--- src/rtl/cla_pkg.sv ---
package cla_pkg;

  typedef enum logic {
    OP_ADD = 1'b0,
    OP_SUB = 1'b1
  } op_e;

  typedef struct packed {
    logic carry;
    logic ovf;
  } cla_flags_t;

endpackage

--- src/rtl/cla_bit_terms.sv ---
// Per-bit generate/propagate formation. The second operand is inverted
// for subtraction before the terms are formed.
module cla_bit_terms #(
  parameter int WIDTH = 16
) (
  input  logic [WIDTH-1:0] opa,
  input  logic [WIDTH-1:0] opb,
  input  logic             invert_b,
  output logic [WIDTH-1:0] gen,
  output logic [WIDTH-1:0] prop
);

  logic [WIDTH-1:0] opb_eff;

  genvar i;
  generate
    for (i = 0; i < WIDTH; i++) begin : g_bit
      assign opb_eff[i] = opb[i] ^ invert_b;
      assign gen[i]     = opa[i] & opb_eff[i];
      assign prop[i]    = opa[i] ^ opb_eff[i];
    end
  endgenerate

endmodule

--- src/rtl/cla_lookahead.sv ---
// Generic one-level lookahead unit. Every carry is a flat sum of products
// of the generate/propagate inputs and the carry-in, so no carry output
// depends on another carry output. Also exports the block generate and
// propagate terms for use by a higher level.
module cla_lookahead #(
  parameter int N = 4
) (
  input  logic [N-1:0] gen,
  input  logic [N-1:0] prop,
  input  logic         cin,
  output logic [N:0]   carry,
  output logic         blk_gen,
  output logic         blk_prop
);

  always_comb begin
    carry    = '0;
    carry[0] = cin;
    for (int j = 0; j < N; j++) begin
      logic term;
      logic all_p;
      all_p = 1'b1;
      for (int m = 0; m <= j; m++) begin
        all_p = all_p & prop[m];
      end
      term = cin & all_p;
      for (int k = 0; k <= j; k++) begin
        logic prod;
        prod = gen[k];
        for (int m = k + 1; m <= j; m++) begin
          prod = prod & prop[m];
        end
        term = term | prod;
      end
      carry[j+1] = term;
    end
  end

  always_comb begin
    blk_gen = 1'b0;
    for (int k = 0; k < N; k++) begin
      logic prod;
      prod = gen[k];
      for (int m = k + 1; m < N; m++) begin
        prod = prod & prop[m];
      end
      blk_gen = blk_gen | prod;
    end
  end

  assign blk_prop = &prop;

endmodule

--- src/rtl/cla_group.sv ---
// One lookahead group: internal carries from the group carry-in, sum bits,
// and the group generate/propagate terms handed to the second level.
module cla_group #(
  parameter int GW = 4
) (
  input  logic [GW-1:0] gen,
  input  logic [GW-1:0] prop,
  input  logic          grp_cin,
  output logic [GW-1:0] sum,
  output logic          grp_gen,
  output logic          grp_prop,
  output logic          msb_cin
);

  logic [GW:0] carry;

  cla_lookahead #(.N(GW)) u_la (
    .gen      (gen),
    .prop     (prop),
    .cin      (grp_cin),
    .carry    (carry),
    .blk_gen  (grp_gen),
    .blk_prop (grp_prop)
  );

  genvar i;
  generate
    for (i = 0; i < GW; i++) begin : g_sum
      assign sum[i] = prop[i] ^ carry[i];
    end
  endgenerate

  assign msb_cin = carry[GW-1];

endmodule

--- src/rtl/blocked_lookahead_addsub.sv ---
module blocked_lookahead_addsub
  import cla_pkg::*;
#(
  parameter int GROUP_W  = 4,
  parameter int N_GROUPS = 4,
  parameter int WIDTH    = GROUP_W * N_GROUPS
) (
  input  logic             clk,
  input  logic             rst,
  input  logic             op_sub_i,
  input  logic [WIDTH-1:0] opa_i,
  input  logic [WIDTH-1:0] opb_i,
  output logic [WIDTH-1:0] res_o,
  output logic             carry_o,
  output logic             ovf_o
);

  localparam int MSB = WIDTH - 1;

  op_e              op;
  logic             c0;
  logic [WIDTH-1:0] gen;
  logic [WIDTH-1:0] prop;
  logic [WIDTH-1:0] sum_d;
  logic [N_GROUPS-1:0] grp_gen;
  logic [N_GROUPS-1:0] grp_prop;
  logic [N_GROUPS-1:0] grp_msb_cin;
  logic [N_GROUPS:0]   grp_carry;
  logic                top_gen_unused;
  logic                top_prop_unused;
  cla_flags_t          flags_d;

  assign op = op_e'(op_sub_i);
  assign c0 = (op == OP_SUB);

  cla_bit_terms #(.WIDTH(WIDTH)) u_terms (
    .opa      (opa_i),
    .opb      (opb_i),
    .invert_b (c0),
    .gen      (gen),
    .prop     (prop)
  );

  // Second level: group carries from group terms and the initial carry.
  cla_lookahead #(.N(N_GROUPS)) u_level2 (
    .gen      (grp_gen),
    .prop     (grp_prop),
    .cin      (c0),
    .carry    (grp_carry),
    .blk_gen  (top_gen_unused),
    .blk_prop (top_prop_unused)
  );

  genvar g;
  generate
    for (g = 0; g < N_GROUPS; g++) begin : g_grp
      cla_group #(.GW(GROUP_W)) u_grp (
        .gen      (gen[g*GROUP_W +: GROUP_W]),
        .prop     (prop[g*GROUP_W +: GROUP_W]),
        .grp_cin  (grp_carry[g]),
        .sum      (sum_d[g*GROUP_W +: GROUP_W]),
        .grp_gen  (grp_gen[g]),
        .grp_prop (grp_prop[g]),
        .msb_cin  (grp_msb_cin[g])
      );
    end
  endgenerate

  assign flags_d.carry = grp_carry[N_GROUPS];
  assign flags_d.ovf   = grp_carry[N_GROUPS] ^ grp_msb_cin[N_GROUPS-1];

  always_ff @(posedge clk) begin
    if (rst) begin
      res_o   <= '0;
      carry_o <= 1'b0;
      ovf_o   <= 1'b0;
    end else begin
      res_o   <= sum_d;
      carry_o <= flags_d.carry;
      ovf_o   <= flags_d.ovf;
    end
  end


  sum_value_chk: assert property (@(posedge clk) disable iff (rst)
    !$past(rst) |-> res_o == WIDTH'($past(op_sub_i) ? ($past(opa_i) - $past(opb_i))
                                                    : ($past(opa_i) + $past(opb_i))));


  add_carry_chk: assert property (@(posedge clk) disable iff (rst)
    (!$past(rst) && !$past(op_sub_i)) |->
      carry_o == (({1'b0, $past(opa_i)} + {1'b0, $past(opb_i)}) >> WIDTH));


  sub_carry_chk: assert property (@(posedge clk) disable iff (rst)
    (!$past(rst) && $past(op_sub_i)) |-> carry_o == ($past(opa_i) >= $past(opb_i)));


  add_ovf_chk: assert property (@(posedge clk) disable iff (rst)
    (!$past(rst) && !$past(op_sub_i)) |->
      ovf_o == (($past(opa_i[MSB]) == $past(opb_i[MSB])) && (res_o[MSB] != $past(opa_i[MSB]))));


  sub_ovf_chk: assert property (@(posedge clk) disable iff (rst)
    (!$past(rst) && $past(op_sub_i)) |->
      ovf_o == (($past(opa_i[MSB]) != $past(opb_i[MSB])) && (res_o[MSB] != $past(opa_i[MSB]))));


  reset_clear_chk: assert property (@(posedge clk) disable iff (rst)
    $past(rst) |-> (res_o == '0 && !carry_o && !ovf_o));

endmodule

--- config.mk ---
export PLATFORM = sky130hd
export DESIGN_NAME = blocked_lookahead_addsub
export DESIGN_NICKNAME = d
export VERILOG_FILES = /design/src/rtl/cla_pkg.sv /design/src/rtl/cla_bit_terms.sv /design/src/rtl/cla_lookahead.sv /design/src/rtl/cla_group.sv /design/src/rtl/blocked_lookahead_addsub.sv
export SDC_FILE = /design/constraint.sdc
export NUM_CORES = 1
export LEC_CHECK = 0
export BUFFER_PORTS_ARGS = -buffer_cell sky130_fd_sc_hd__buf_4
export CAP_MARGIN = 20
export CORE_ASPECT_RATIO = 1.75
export CORE_MARGIN = 2
export CORE_UTILIZATION = 42
export DETAILED_ROUTE_END_ITERATION = 16
export PLACE_DENSITY = 0.67
export SLEW_MARGIN = 10
export SYNTH_ARGS = -nofsm -noshare
export SYNTH_HDL_FRONTEND = slang
export SYNTH_HIERARCHICAL = 1
export SYNTH_SLANG_ARGS = --single-unit
--- constraint.sdc ---
create_clock -name clk -period 3.7 [get_ports clk]
set_clock_uncertainty 0.2 [all_clocks]
set_input_delay 0.37 -clock clk [delete_from_list [all_inputs] [get_ports clk]]
set_output_delay 0.37 -clock clk [all_outputs]
set_load 0.03 [all_outputs]
=== Word level (Yosys, flattened, before mapping) ===
Cells that the tools add are included.

* Bitwise logic cells: 168
* Reductions and logical operators: 4

{| class="wikitable"
|+ Operators by type and width
! kind !! count
|-
| $and 1x1->1 || 73
|-
| $xor 1x1->1 || 49
|-
| $or 1x1->1 || 46
|-
| $reduce_and 4->1 || 4
|}

* Input port bits: 35
* Flip-flop bits (word level): 18
* Output and inout port bits: 18
* Logic and storage cells: 175

=== Logic depth before layout (Yosys ltp) ===
Gate-level depths: netlist (run 1).

* Depth after elaboration: 18
* Depth in mapped cells: 16
* Mapped depth without buffers: 14

=== Modules after synthesis ===
Netlist (run 1), hierarchy kept.

{| class="wikitable"
|+ Modules (own cells, without submodules)
! module !! cells an instance !! times used !! seq. area each (µm²) !! area each (µm²)
|-
| blocked_lookahead_addsub || 38 || 1 || 360.3 || 495.5
|-
| cla_bit_terms || 34 || 1 || 0.0 || 371.6
|-
| cla_lookahead || 11 || 5 || 0.0 || 67.6
|-
| cla_group || 4 || 4 || 0.0 || 35.0
|}

=== Worst setup path after synthesis (run 1) ===
Ideal clock, no wire load.

* Path kind: in2reg
* Start point: in op_sub_i
* End point: reg res_o[15]
* Data required time: 3.386 ns
* Buffers on the path: 2
* Setup time: 0.114 ns
* Slack: 0.580 ns
* Stages on the path: 16
* Arrival: 2.806 ns
* Cells stage by stage: buf_6 -> buf_12 -> xor2_1 -> ha_1 -> a21oi_1 -> o21ai_1 -> a21o_1 -> a21oi_2 -> inv_2 -> a21o_1 -> a21o_1 -> a21oi_2 -> inv_2 -> a21o_1 -> xor2_1 -> and2b_1

* Elaborated cells between the ends (all ways): 96
* Those cells by class: bitwise: 93; reduce/logical: 3

{| class="wikitable"
|+ RTL lines
! what !! line !! RTL
|-
| start: declaration || blocked_lookahead_addsub.sv:10 || <nowiki>input logic op_sub_i,</nowiki>
|-
| $xor 1x1->1 (*) || cla_bit_terms.sv:18 || <nowiki>assign opb_eff[i] = opb[i] ^ invert_b;</nowiki>
|-
| $xor 1x1->1 (*) || cla_bit_terms.sv:20 || <nowiki>assign prop[i] = opa[i] ^ opb_eff[i];</nowiki>
|-
| via prop[3] || blocked_lookahead_addsub.sv:23 || <nowiki>logic [WIDTH-1:0] prop;</nowiki>
|-
| $and 1x1->1 || cla_lookahead.sv:45 || <nowiki>prod = prod & prop[m];</nowiki>
|-
| $or 1x1->1 || cla_lookahead.sv:47 || <nowiki>blk_gen = blk_gen | prod;</nowiki>
|-
| $or 1x1->1 (*) (2 in a row) || cla_lookahead.sv:47 ||
|-
| via grp_gen[0] || blocked_lookahead_addsub.sv:25 || <nowiki>logic [N_GROUPS-1:0] grp_gen;</nowiki>
|-
| $and 1x1->1 (*) (2 in a row) || cla_lookahead.sv:31 || <nowiki>prod = prod & prop[m];</nowiki>
|-
| $or 1x1->1 (*) (3 in a row) || cla_lookahead.sv:33 || <nowiki>term = term | prod;</nowiki>
|-
| via grp_carry[3] || blocked_lookahead_addsub.sv:28 || <nowiki>logic [N_GROUPS:0] grp_carry;</nowiki>
|-
| $and 1x1->1 (*) || cla_lookahead.sv:26 || <nowiki>term = cin & all_p;</nowiki>
|-
| $or 1x1->1 (*) (3 in a row) || cla_lookahead.sv:33 ||
|-
| via grp_msb_cin[3] || blocked_lookahead_addsub.sv:27 || <nowiki>logic [N_GROUPS-1:0] grp_msb_cin;</nowiki>
|-
| $xor 1x1->1 (*) || cla_group.sv:29 || <nowiki>assign sum[i] = prop[i] ^ carry[i];</nowiki>
|-
| via sum_d[15] || blocked_lookahead_addsub.sv:24 || <nowiki>logic [WIDTH-1:0] sum_d;</nowiki>
|-
| end signal: assignment || blocked_lookahead_addsub.sv:78 || <nowiki>res_o <= sum_d;</nowiki>
|-
| end: declaration || blocked_lookahead_addsub.sv:13 || <nowiki>output logic [WIDTH-1:0] res_o,</nowiki>
|}

The timed path passes the listed nets; every way through them passes the cells marked *.
A chain may end at the register's enable or synchronous reset.

=== Worst setup path after layout (run 1) ===
* Start point: in op_sub_i
* End point: reg res_o[15]

* Cells in the longest elaborated chain, start to end: 18
* Elaborated cells between the ends (all ways): 96
* Those cells by class: bitwise: 93; reduce/logical: 3

{| class="wikitable"
|+ RTL lines
! what !! line
|-
| $xor 1x1->1 || cla_bit_terms.sv:18
|-
| $xor 1x1->1 || cla_bit_terms.sv:20
|-
| via prop[1] || blocked_lookahead_addsub.sv:23
|-
| $and 1x1->1 (3 in a row) || cla_lookahead.sv:45
|-
| $or 1x1->1 (3 in a row) || cla_lookahead.sv:47
|-
| via grp_gen[0] || blocked_lookahead_addsub.sv:25
|-
| $and 1x1->1 (2 in a row) || cla_lookahead.sv:31
|-
| $or 1x1->1 (3 in a row) || cla_lookahead.sv:33
|-
| via grp_carry[3] || blocked_lookahead_addsub.sv:28
|-
| $and 1x1->1 || cla_lookahead.sv:26
|-
| $or 1x1->1 (3 in a row) || cla_lookahead.sv:33
|-
| via grp_msb_cin[3] || blocked_lookahead_addsub.sv:27
|-
| $xor 1x1->1 || cla_group.sv:29
|-
| via sum_d[15] || blocked_lookahead_addsub.sv:24
|}

The timed path passes the listed nets, and every way through them passes these cells.

==> results of run 1 <==
path summary, 6_finish.rpt:
kind / start / end / slack (ns) / depth (start not counted)
hold / removal: rst / res_o[6]$_SDFF_PP0_ / 0.22 / 2
setup / recovery: op_sub_i / res_o[15]$_SDFF_PP0_ / 0.73 / 15
critical path: cells and delay by family:
kind | cells | cell delay, ns
simple gates | 1 | 0.16
compound gates | 8 | 1.37
xor+xnor | 2 | 0.34
buf+inv | 3 | 0.38
fa+ha+maj | 1 | 0.30
power by group through the flow:
stage / Combinational [mW] / Clock, mW / Sequential, mW
floorplan: 0.191 / 0 / 0.322
global placement: 0.370 / 0 / 0.245
detailed placement: 0.376 / 0 / 0.245
CTS: 0.377 / 0.168 / 0.241
global route: 0.405 / 0.175 / 0.245
finish: 0.372 / 0.164 / 0.241
final cells by class:
cell class                      count  area, um^2
Clock buffer                        4        55.1
Fill cell                         265        1220
Inverter                            5        18.8
Multi-Input combinational cell    105         851
Sequential cell                    18         360
Tap cell                           28        35.0
Timing Repair Buffer               52         390
metal layers:
| metal | vias to the layer above | track usage | wire length (um) |
|---|---|---|---|
| met1 | 465 | 0.165 | 943 |
| met4 | 0 | 0.0914 | 76 |
| met2 | 37 | 0.311 | 1580 |
| li1 | 549 | - | - |
| met3 | 6 | 0.00698 | 130 |
| met5 | - | 0 | 0 |
state kept, by name (all words and copies together) (netlist names):
| register | flops |
|---|---|
| ovf_o | 1 |
| carry_o | 1 |
| res_o | 16 |
through the flow:
| step | setup WS (ns) | utilization | hold WS (ns) | power, mW | instances |
|---|---|---|---|---|---|
| after global placement | 0.548 | 0.565 | 0.490 | 0.614 | 208 |
| final | 0.729 | 0.584 | 0.218 | 0.777 | 212 |
| after CTS | 0.717 | 0.584 | 0.222 | 0.786 | 212 |
| after detailed placement | 0.448 | 0.565 | 0.494 | 0.621 | 208 |
| after floorplan | 0.650 | - | 0.242 | 0.513 | 136 |
| after global routing | 0.522 | 0.584 | 0.237 | 0.825 | 212 |
==> flow_metrics.env, run 1 <==
export IMPL_run_status="finished, final reports clean"
export IMPL_setup_violations_final=0
export IMPL_globalplace_congestion=0.879
export IMPL_antenna_diode_count=0
export IMPL_post_syn_instances=136
export IMPL_final_min_period_over_clock_period=0.803
export IMPL_cts_resized=0
export IMPL_worst_endpoint_required_ns=3.65
export IMPL_power_frac_comb=0.479
export IMPL_rsz0062_at_grt="no"
export IMPL_critical_path_max_stage_delay_ns=0.30
export IMPL_worst_setup_path_type="input port to flip-flop"
export IMPL_setup_fix_buffers_added_after_clock_tree_synthesis=0
export IMPL_dr_pass1_iters=2
export IMPL_die_width_um=46.2
export IMPL_start_util=0.446
export IMPL_worst_slew_pin_transition_ns=0.291
export IMPL_routed_wire_length_per_instance_um=12.9
export IMPL_fin_area_um2=1710
export IMPL_grt_start_max_net_pins=20
export IMPL_grtUsageTotal=0.166
export IMPL_violation_count_after_the_first_detailed_route_iteration=3
export IMPL_vdd_ir_drop_worst_uv=245
export IMPL_hpwl_mm=2.29
export IMPL_cts_hold_fix_buffers=0
export IMPL_total_number_of_placement_rows=26
export IMPL_postRouteAntennaNets=0
export IMPL_die_height_um=77.8
export IMPL_number_of_global_route_vias_before_repair=1111
export IMPL_cts_num_sinks=18
export IMPL_most_used_cells_in_the_layout_excluding_fill_and_tap_cells="sky130_fd_sc_hd__buf_4 (52), sky130_fd_sc_hd__xor2_1 (32), sky130_fd_sc_hd__dfxtp_1 (18)"
export IMPL_p_clk_frac=0.211
export IMPL_type_of_destination_of_the_critical_path="flip-flop"
export IMPL_worst_path_fanout_max=19
export IMPL_tritoncts="built"
export IMPL_design_core_area_um2=2930
export IMPL_initial_antenna_violation_count=0
export IMPL_drt_drc_violations_left=0
export IMPL_cts_clk_slew_worst_paths_ns=0.07
export IMPL_timing_critical_path_cells="buf_4 -> xor2_1 -> ha_1 -> a21oi_1 -> o21ai_1 -> a21o_1 -> a21oi_2 -> inv_2 -> a21o_1 -> a21o_1 -> a21oi_2 -> inv_2 -> a21o_1 -> xor2_1 -> and2b_1"
export IMPL_cell_internal_pwr_uw=494
export IMPL_die_area_um2=3590
export IMPL_fmax_mhz=337
export IMPL_netSwitchingPower_uw=282
export IMPL_port_buffers=52
export IMPL_boundaryPins=53
export IMPL_syn_mean_instance_area_um2=9.60
export IMPL_timing_final_hold_violations=0
export IMPL_net_count_synth=187
export IMPL_power_leakage_nw=0.917
export IMPL_final_max_slew_violation_count=0
export IMPL_final_min_clock_period_ns=2.97
export IMPL_placement_stage_cell_area_um2=1660
export IMPL_ys_warnings_count=6
export IMPL_clock_tree_root_cell="sky130_fd_sc_hd__clkbuf_8"
export IMPL_power_share_switching=0.363
export IMPL_timing_critical_path_arrival_ns=2.92
export IMPL_cts_made_buffers=3
export IMPL_cellPowerDensity_nw_per_um2=454
export IMPL_areaGrowthSynthToFinish_pct=30.9
export IMPL_route_detailed_vias_per_inst=4.99
export IMPL_fin_setup_tns_ns=0
export IMPL_first_pass_grt_wire_length_mm=4.48
export IMPL_mappedNetlistArea_um2=1310
export IMPL_p_seq_frac=0.310
export IMPL_cap_viol_max_count=0
export IMPL_cts_htree_levels=1
export IMPL_timing_slew_headroom=0.806
export IMPL_start_kind="input port"
export IMPL_globalRouteOverflowTotal=0
export IMPL_finish_net_count=236
export IMPL_vias=1057
export IMPL_share_of_final_layout_standard_cells_stronger_than_drive_strength_1=0.359
export IMPL_cts_path_max_buffers=2
export IMPL_cpMaxStageDelayCell="sky130_fd_sc_hd__ha_1"
export IMPL_drt_wl_total_mm=2.73
export IMPL_critPathMostFrequentCell="sky130_fd_sc_hd__a21o_1"
export IMPL_final_common_cell="sky130_fd_sc_hd__buf_4"
export IMPL_min_path_type="input port to flip-flop"
No activity file was read; power rests on OpenSTA's default activity.
==> run 2: changes to the inputs <==
--- a/config.mk
+++ b/config.mk
@@ -5,13 +5,14 @@
 export SDC_FILE = /design/constraint.sdc
 export NUM_CORES = 1
 export LEC_CHECK = 0
+export ABC_AREA = 1
 export BUFFER_PORTS_ARGS = -buffer_cell sky130_fd_sc_hd__buf_4
 export CAP_MARGIN = 20
 export CORE_ASPECT_RATIO = 1.75
 export CORE_MARGIN = 2
 export CORE_UTILIZATION = 42
 export DETAILED_ROUTE_END_ITERATION = 16
-export PLACE_DENSITY = 0.67
+export PLACE_DENSITY = 0.65
 export SLEW_MARGIN = 10
 export SYNTH_ARGS = -nofsm -noshare
 export SYNTH_HDL_FRONTEND = slang
==> constraint.sdc (replaced) <==
create_clock -name clk -period 2.7 [get_ports clk]
set_clock_uncertainty 0.2 [all_clocks]
set_input_delay 0.27 -clock clk [delete_from_list [all_inputs] [get_ports clk]]
set_output_delay 0.27 -clock clk [all_outputs]
set_load 0.03 [all_outputs]
==> flow_metrics.env, run 2 <==
export IMPL_worst_endpoint_required_ns=2.65
export IMPL_design_core_area_um2=4070
export IMPL_globalplace_congestion=0.819
export IMPL_first_pass_grt_wire_length_mm=5.95
export IMPL_cap_viol_max_count=0
export IMPL_share_of_final_layout_standard_cells_stronger_than_drive_strength_1=0.220
export IMPL_final_min_period_over_clock_period=0.881
export IMPL_cts_made_buffers=3
export IMPL_min_path_type="input port to flip-flop"
export IMPL_vias=1753
export IMPL_dr_pass1_iters=4
export IMPL_register_name_with_the_most_flops="res_o"
export IMPL_die_area_um2=4700
export IMPL_hpwl_mm=3.01
export IMPL_cts_clk_slew_worst_paths_ns=0.07
export IMPL_routed_wire_length_per_instance_um=8.75
export IMPL_number_of_global_route_vias_before_repair=1507
export IMPL_final_common_cell="sky130_fd_sc_hd__nand2_1"
export IMPL_timing_slew_headroom=0.836
export IMPL_cellPowerDensity_nw_per_um2=460
export IMPL_type_of_destination_of_the_critical_path="flip-flop"
export IMPL_hold_worst_slack_ns=0.118
export IMPL_final_max_slew_violation_count=0
export IMPL_vdd_ir_drop_worst_uv=280
export IMPL_ys_warnings_count=6
export IMPL_net_count_synth=353
export IMPL_fmax_mhz=420
export IMPL_cts_hold_fix_buffers=0
export IMPL_biggestRegsByFlops="res_o: 16 flops, carry_o: 1 flops, ovf_o: 1 flops"
export IMPL_grtUsageTotal=0.167
export IMPL_timing_final_hold_violations=0
export IMPL_worst_slew_pin_transition_ns=0.246
export IMPL_drt_wl_total_mm=3.53
export IMPL_port_buffers=52
export IMPL_grt_start_max_net_pins=19
export IMPL_finish_net_count=406
export IMPL_total_number_of_placement_rows=31
export IMPL_setup_fix_buffers_added_after_clock_tree_synthesis=0
export IMPL_cts_resized=0
export IMPL_worstHoldPathCells=2
export IMPL_mappedNetlistArea_um2=1740
export IMPL_most_used_cells_in_the_layout_excluding_fill_and_tap_cells="sky130_fd_sc_hd__nand2_1 (124), sky130_fd_sc_hd__inv_1 (82), sky130_fd_sc_hd__buf_4 (58)"
export IMPL_tritoncts="built"
export IMPL_start_util=0.428
export IMPL_syn_mean_instance_area_um2=5.78
export IMPL_areaGrowthSynthToFinish_pct=26.3
export IMPL_route_detailed_vias_per_inst=4.35
export IMPL_start_kind="input port"
export IMPL_power_leakage_nw=1.45
export IMPL_fin_setup_tns_ns=0
export IMPL_initial_antenna_violation_count=0
export IMPL_final_min_clock_period_ns=2.38
export IMPL_worst_setup_path_type="input port to flip-flop"
export IMPL_post_syn_instances=302
export IMPL_antenna_diode_count=0
export IMPL_cts_num_sinks=18
export IMPL_rsz0062_at_grt="no"
export IMPL_finalPower_mw=1.01
export IMPL_largest_register_ffs=16
export IMPL_setup_violations_final=0
export IMPL_run_status="finished, final reports clean"
export IMPL_postRouteAntennaNets=0
export IMPL_globalRouteOverflowTotal=0
export IMPL_drt_drc_violations_left=0
export IMPL_cts_htree_levels=1
export IMPL_clock_tree_root_cell="sky130_fd_sc_hd__clkbuf_8"
export IMPL_worst_path_fanout_max=12
export IMPL_cts_path_max_buffers=2
export IMPL_boundaryPins=53
export IMPL_violation_count_after_the_first_detailed_route_iteration=19
export IMPL_die_height_um=89.3
export IMPL_postLayoutCoreUtil=0.541
export IMPL_timing_critical_path_arrival_ns=2.33
export IMPL_die_width_um=52.7
## run 2: per-layer routing
layer | routed length, um | vias up | part of all wire | global-route usage
met5 | 0 | - | 0 | 0
met4 | 53 | 0 | 0.015 | 0.0629
met3 | 153 | 4 | 0.043 | 0.0217
met2 | 1950 | 33 | 0.55 | 0.323
met1 | 1370 | 747 | 0.39 | 0.174
li1 | - | 969 | - | -
## run 2: final timing paths
| check | end | startpoint |
|---|---|---|
| max | res_o[15]$_SDFF_PP0_ | op_sub_i |
| min | res_o[15]$_SDFF_PP0_ | rst |
## run 2: power breakdown
group	total, mW	switching [mW]	internal [mW]	leakage [nW]
Combinational	0.479	0.284	0.195	1.28
Sequential	0.308	0.00838	0.300	0.150
Clock	0.226	0.0965	0.130	0.0288
## run 2: final cells by class
class | count | area (um^2)
sequential | 18 | 360
fill | 443 | 1870
clock buffer | 4 | 55.1
tap | 49 | 61.3
timing repair buffer | 58 | 435
multi-input combinational | 191 | 973
inverter | 83 | 317
## run 2: critical path, stage by stage
cell and delay, ns:
sky130_fd_sc_hd__buf_4 0.16, sky130_fd_sc_hd__inv_6 0.07, sky130_fd_sc_hd__nand2_1 0.06, sky130_fd_sc_hd__nand2_1 0.05
sky130_fd_sc_hd__ha_1 0.36, sky130_fd_sc_hd__nand2_2 0.07, sky130_fd_sc_hd__o2111ai_1 0.23, sky130_fd_sc_hd__inv_1 0.06
sky130_fd_sc_hd__nand2_1 0.08, sky130_fd_sc_hd__nand2_1 0.05, sky130_fd_sc_hd__nand2_1 0.07, sky130_fd_sc_hd__a21o_1 0.14
sky130_fd_sc_hd__nand2_1 0.05, sky130_fd_sc_hd__nand2_1 0.09, sky130_fd_sc_hd__nand2_1 0.05, sky130_fd_sc_hd__nand2_1 0.09
sky130_fd_sc_hd__a21o_1 0.16, sky130_fd_sc_hd__inv_1 0.05, sky130_fd_sc_hd__nand2_1 0.05, sky130_fd_sc_hd__nand2_1 0.04
sky130_fd_sc_hd__inv_1 0.04, sky130_fd_sc_hd__nor2_1 0.03
## run 2: metrics by stage
stage / cell area (um^2) / std cells / setup slack [ns]
after floorplan: 1740 / 302 / 0.127
after global placement: 2150 / 399 / 0.0436
after detailed placement: 2150 / 399 / 0.0180
after CTS: 2200 / 403 / 0.292
after global routing: 2200 / 403 / 0.0423
final: 2200 / 403 / 0.320
==> run 3: changes to the inputs <==
--- a/config.mk
+++ b/config.mk
@@ -13,6 +13,7 @@
 export CORE_UTILIZATION = 42
 export DETAILED_ROUTE_END_ITERATION = 16
 export PLACE_DENSITY = 0.65
+export REMOVE_ABC_BUFFERS = 1
 export SLEW_MARGIN = 10
 export SYNTH_ARGS = -nofsm -noshare
 export SYNTH_HDL_FRONTEND = slang
==> flow_metrics.env, run 3 (synthesis gave the netlist of run 2 again) <==
export IMPL_run_status="finished, final reports clean"
export IMPL_dpl_worst_slack_ns=-0.0321
export IMPL_final_common_cell="sky130_fd_sc_hd__nand2_1"
export IMPL_tritoncts="built"
export IMPL_cellPowerDensity_nw_per_um2=458
export IMPL_cap_viol_max_count=0
export IMPL_violation_count_after_the_first_detailed_route_iteration=17
export IMPL_hpwl_mm=3.08
export IMPL_grtUsageTotal=0.167
export IMPL_grt_start_max_net_pins=19
export IMPL_start_util=0.428
export IMPL_boundaryPins=53
export IMPL_crit_family="simple AND/OR/NAND/NOR gates"
export IMPL_seq_area_um2=360
export IMPL_design_core_area_um2=4070
export IMPL_vdd_ir_drop_worst_uv=264
export IMPL_fin_area_um2=2240
export IMPL_min_path_type="input port to flip-flop"
export IMPL_worst_setup_path_type="input port to flip-flop"
export IMPL_critical_path_max_stage_delay_ns=0.37
export IMPL_largest_register_ffs=16
export IMPL_die_height_um=89.3
export IMPL_placement_stage_cell_area_um2=2160
export IMPL_worst_endpoint_required_ns=2.65
export IMPL_fmax_mhz=416
export IMPL_total_number_of_placement_rows=31
export IMPL_postRouteAntennaNets=0
export IMPL_globalRouteOverflowTotal=0
export IMPL_timing_slew_headroom=0.822
export IMPL_areaGrowthSynthToFinish_pct=28.6
export IMPL_globalplace_congestion=0.840
export IMPL_dr_pass1_iters=4
export IMPL_type_of_destination_of_the_critical_path="flip-flop"
export IMPL_routed_wire_length_per_instance_um=8.88
export IMPL_final_max_slew_violation_count=0
export IMPL_initial_antenna_violation_count=0
export IMPL_clock_tree_root_cell="sky130_fd_sc_hd__clkbuf_8"
export IMPL_fillers=440
export IMPL_worst_slew_pin_transition_ns=0.267
export IMPL_finish_net_count=408
export IMPL_die_width_um=52.7
export IMPL_route_detailed_vias_per_inst=4.28
export IMPL_cts_clk_slew_worst_paths_ns=0.08
export IMPL_start_kind="input port"
export IMPL_drt_wl_total_mm=3.60
export IMPL_multi_input_comb_area_um2=995
export IMPL_timing_critical_path_cells="buf_6 -> buf_4 -> nand2_1 -> nand2_1 -> ha_2 -> nand2_2 -> o2111ai_1 -> inv_1 -> nand2_1 -> a21o_1 -> nand2_1 -> nand2_1 -> nand2_1 -> nand2_1 -> a21o_1 -> inv_1 -> nand2_1 -> nand2_1 -> inv_1 -> nor2_1"
export IMPL_final_min_clock_period_ns=2.41
export IMPL_first_pass_grt_wire_length_mm=5.95
export IMPL_drt_drc_violations_left=0
export IMPL_register_name_with_the_most_flops="res_o"
export IMPL_biggestRegsByFlops="res_o: 16 flops, carry_o: 1 flops, ovf_o: 1 flops"
export IMPL_number_of_global_route_vias_before_repair=1517
export IMPL_worst_slack_ns=0.295
export IMPL_rsz0062_at_grt="no"
export IMPL_cts_htree_levels=1
export IMPL_cts_made_buffers=3
export IMPL_cpMaxStageDelayCell="sky130_fd_sc_hd__ha_2"
export IMPL_critPathMostFrequentCell="sky130_fd_sc_hd__nand2_1"
export IMPL_cts_num_sinks=18
export IMPL_final_min_period_over_clock_period=0.891
export IMPL_share_of_final_layout_standard_cells_stronger_than_drive_strength_1=0.233
export IMPL_cts_path_max_buffers=2
export IMPL_power_leakage_nw=1.47
export IMPL_port_buffers=52
export IMPL_antenna_diode_count=0
export IMPL_vias=1732
export IMPL_postLayoutCoreUtil=0.551
export IMPL_most_used_cells_in_the_layout_excluding_fill_and_tap_cells="sky130_fd_sc_hd__nand2_1 (124), sky130_fd_sc_hd__inv_1 (82), sky130_fd_sc_hd__buf_4 (59)"
export IMPL_crit_buf_inv=5
export IMPL_worst_path_fanout_max=10
export IMPL_timing_final_hold_violations=0
export IMPL_cts_hold_fix_buffers=0
export IMPL_timing_critical_path_arrival_ns=2.36
export IMPL_setup_violations_final=0
export IMPL_die_area_um2=4700
==> run 3: cell types whose count changed in the layout (fill, tap and decap cells not counted) <==
cell                        change
sky130_fd_sc_hd__ha_1           -2
sky130_fd_sc_hd__buf_6          +1
sky130_fd_sc_hd__o2111ai_2      +1
sky130_fd_sc_hd__ha_2           +1
sky130_fd_sc_hd__ha_4           +1
sky130_fd_sc_hd__o2111ai_1      -1
sky130_fd_sc_hd__buf_4          +1
==> run 3: cell type report <==
class,count,area share
inverters,83,0.141
flip-flops and latches,18,0.161
multi-input cells,191,0.444
repair buffers,60,0.203
clock buffers,4,0.0246
well taps,49,0.0273
==> run 3: per-stage QoR <==
stage | hold slack, ns | std cells | setup TNS, ns | total power, mW
detailed placement | 0.408 | 401 | -0.0321 | 0.806
CTS | 0.136 | 405 | 0 | 1.04
global placement | 0.403 | 401 | 0 | 0.797
global route | 0.152 | 405 | 0 | 1.12
floorplan | 0.141 | 292 | 0 | 0.639
finish | 0.129 | 405 | 0 | 1.03
==> run 3: path summary, 6_finish.rpt <==
check                 startpoint  cells past startpoint              endpoint  slack, ns
worst min-delay path         rst                      2  res_o[14]$_SDFF_PP0_       0.13
worst max-delay path    op_sub_i                     20  res_o[15]$_SDFF_PP0_       0.29
==> run 3: layer usage <==
layer | part of all wire | vias up | wire length (um) | global-route usage
li1 | - | 967 | - | -
met1 | 0.37 | 738 | 1330 | 0.163
met2 | 0.60 | 25 | 2140 | 0.341
met3 | 0.021 | 2 | 74 | 0.0117
met4 | 0.013 | 0 | 47 | 0.0699
met5 | 0 | - | 0 | 0
==> run 3: repair_timing <==
action | in CTS | in global routing
gates resized for setup | 0 | 4
setup buffers | 0 | 0
setup endpoints to repair | 0 | 2
==> run 3: power by group <==
| group | internal [mW] | total [mW] | switching, mW |
|---|---|---|---|
| clock | 0.130 | 0.227 | 0.0975 |
| combinational | 0.203 | 0.492 | 0.288 |
| sequential | 0.300 | 0.309 | 0.00870 |
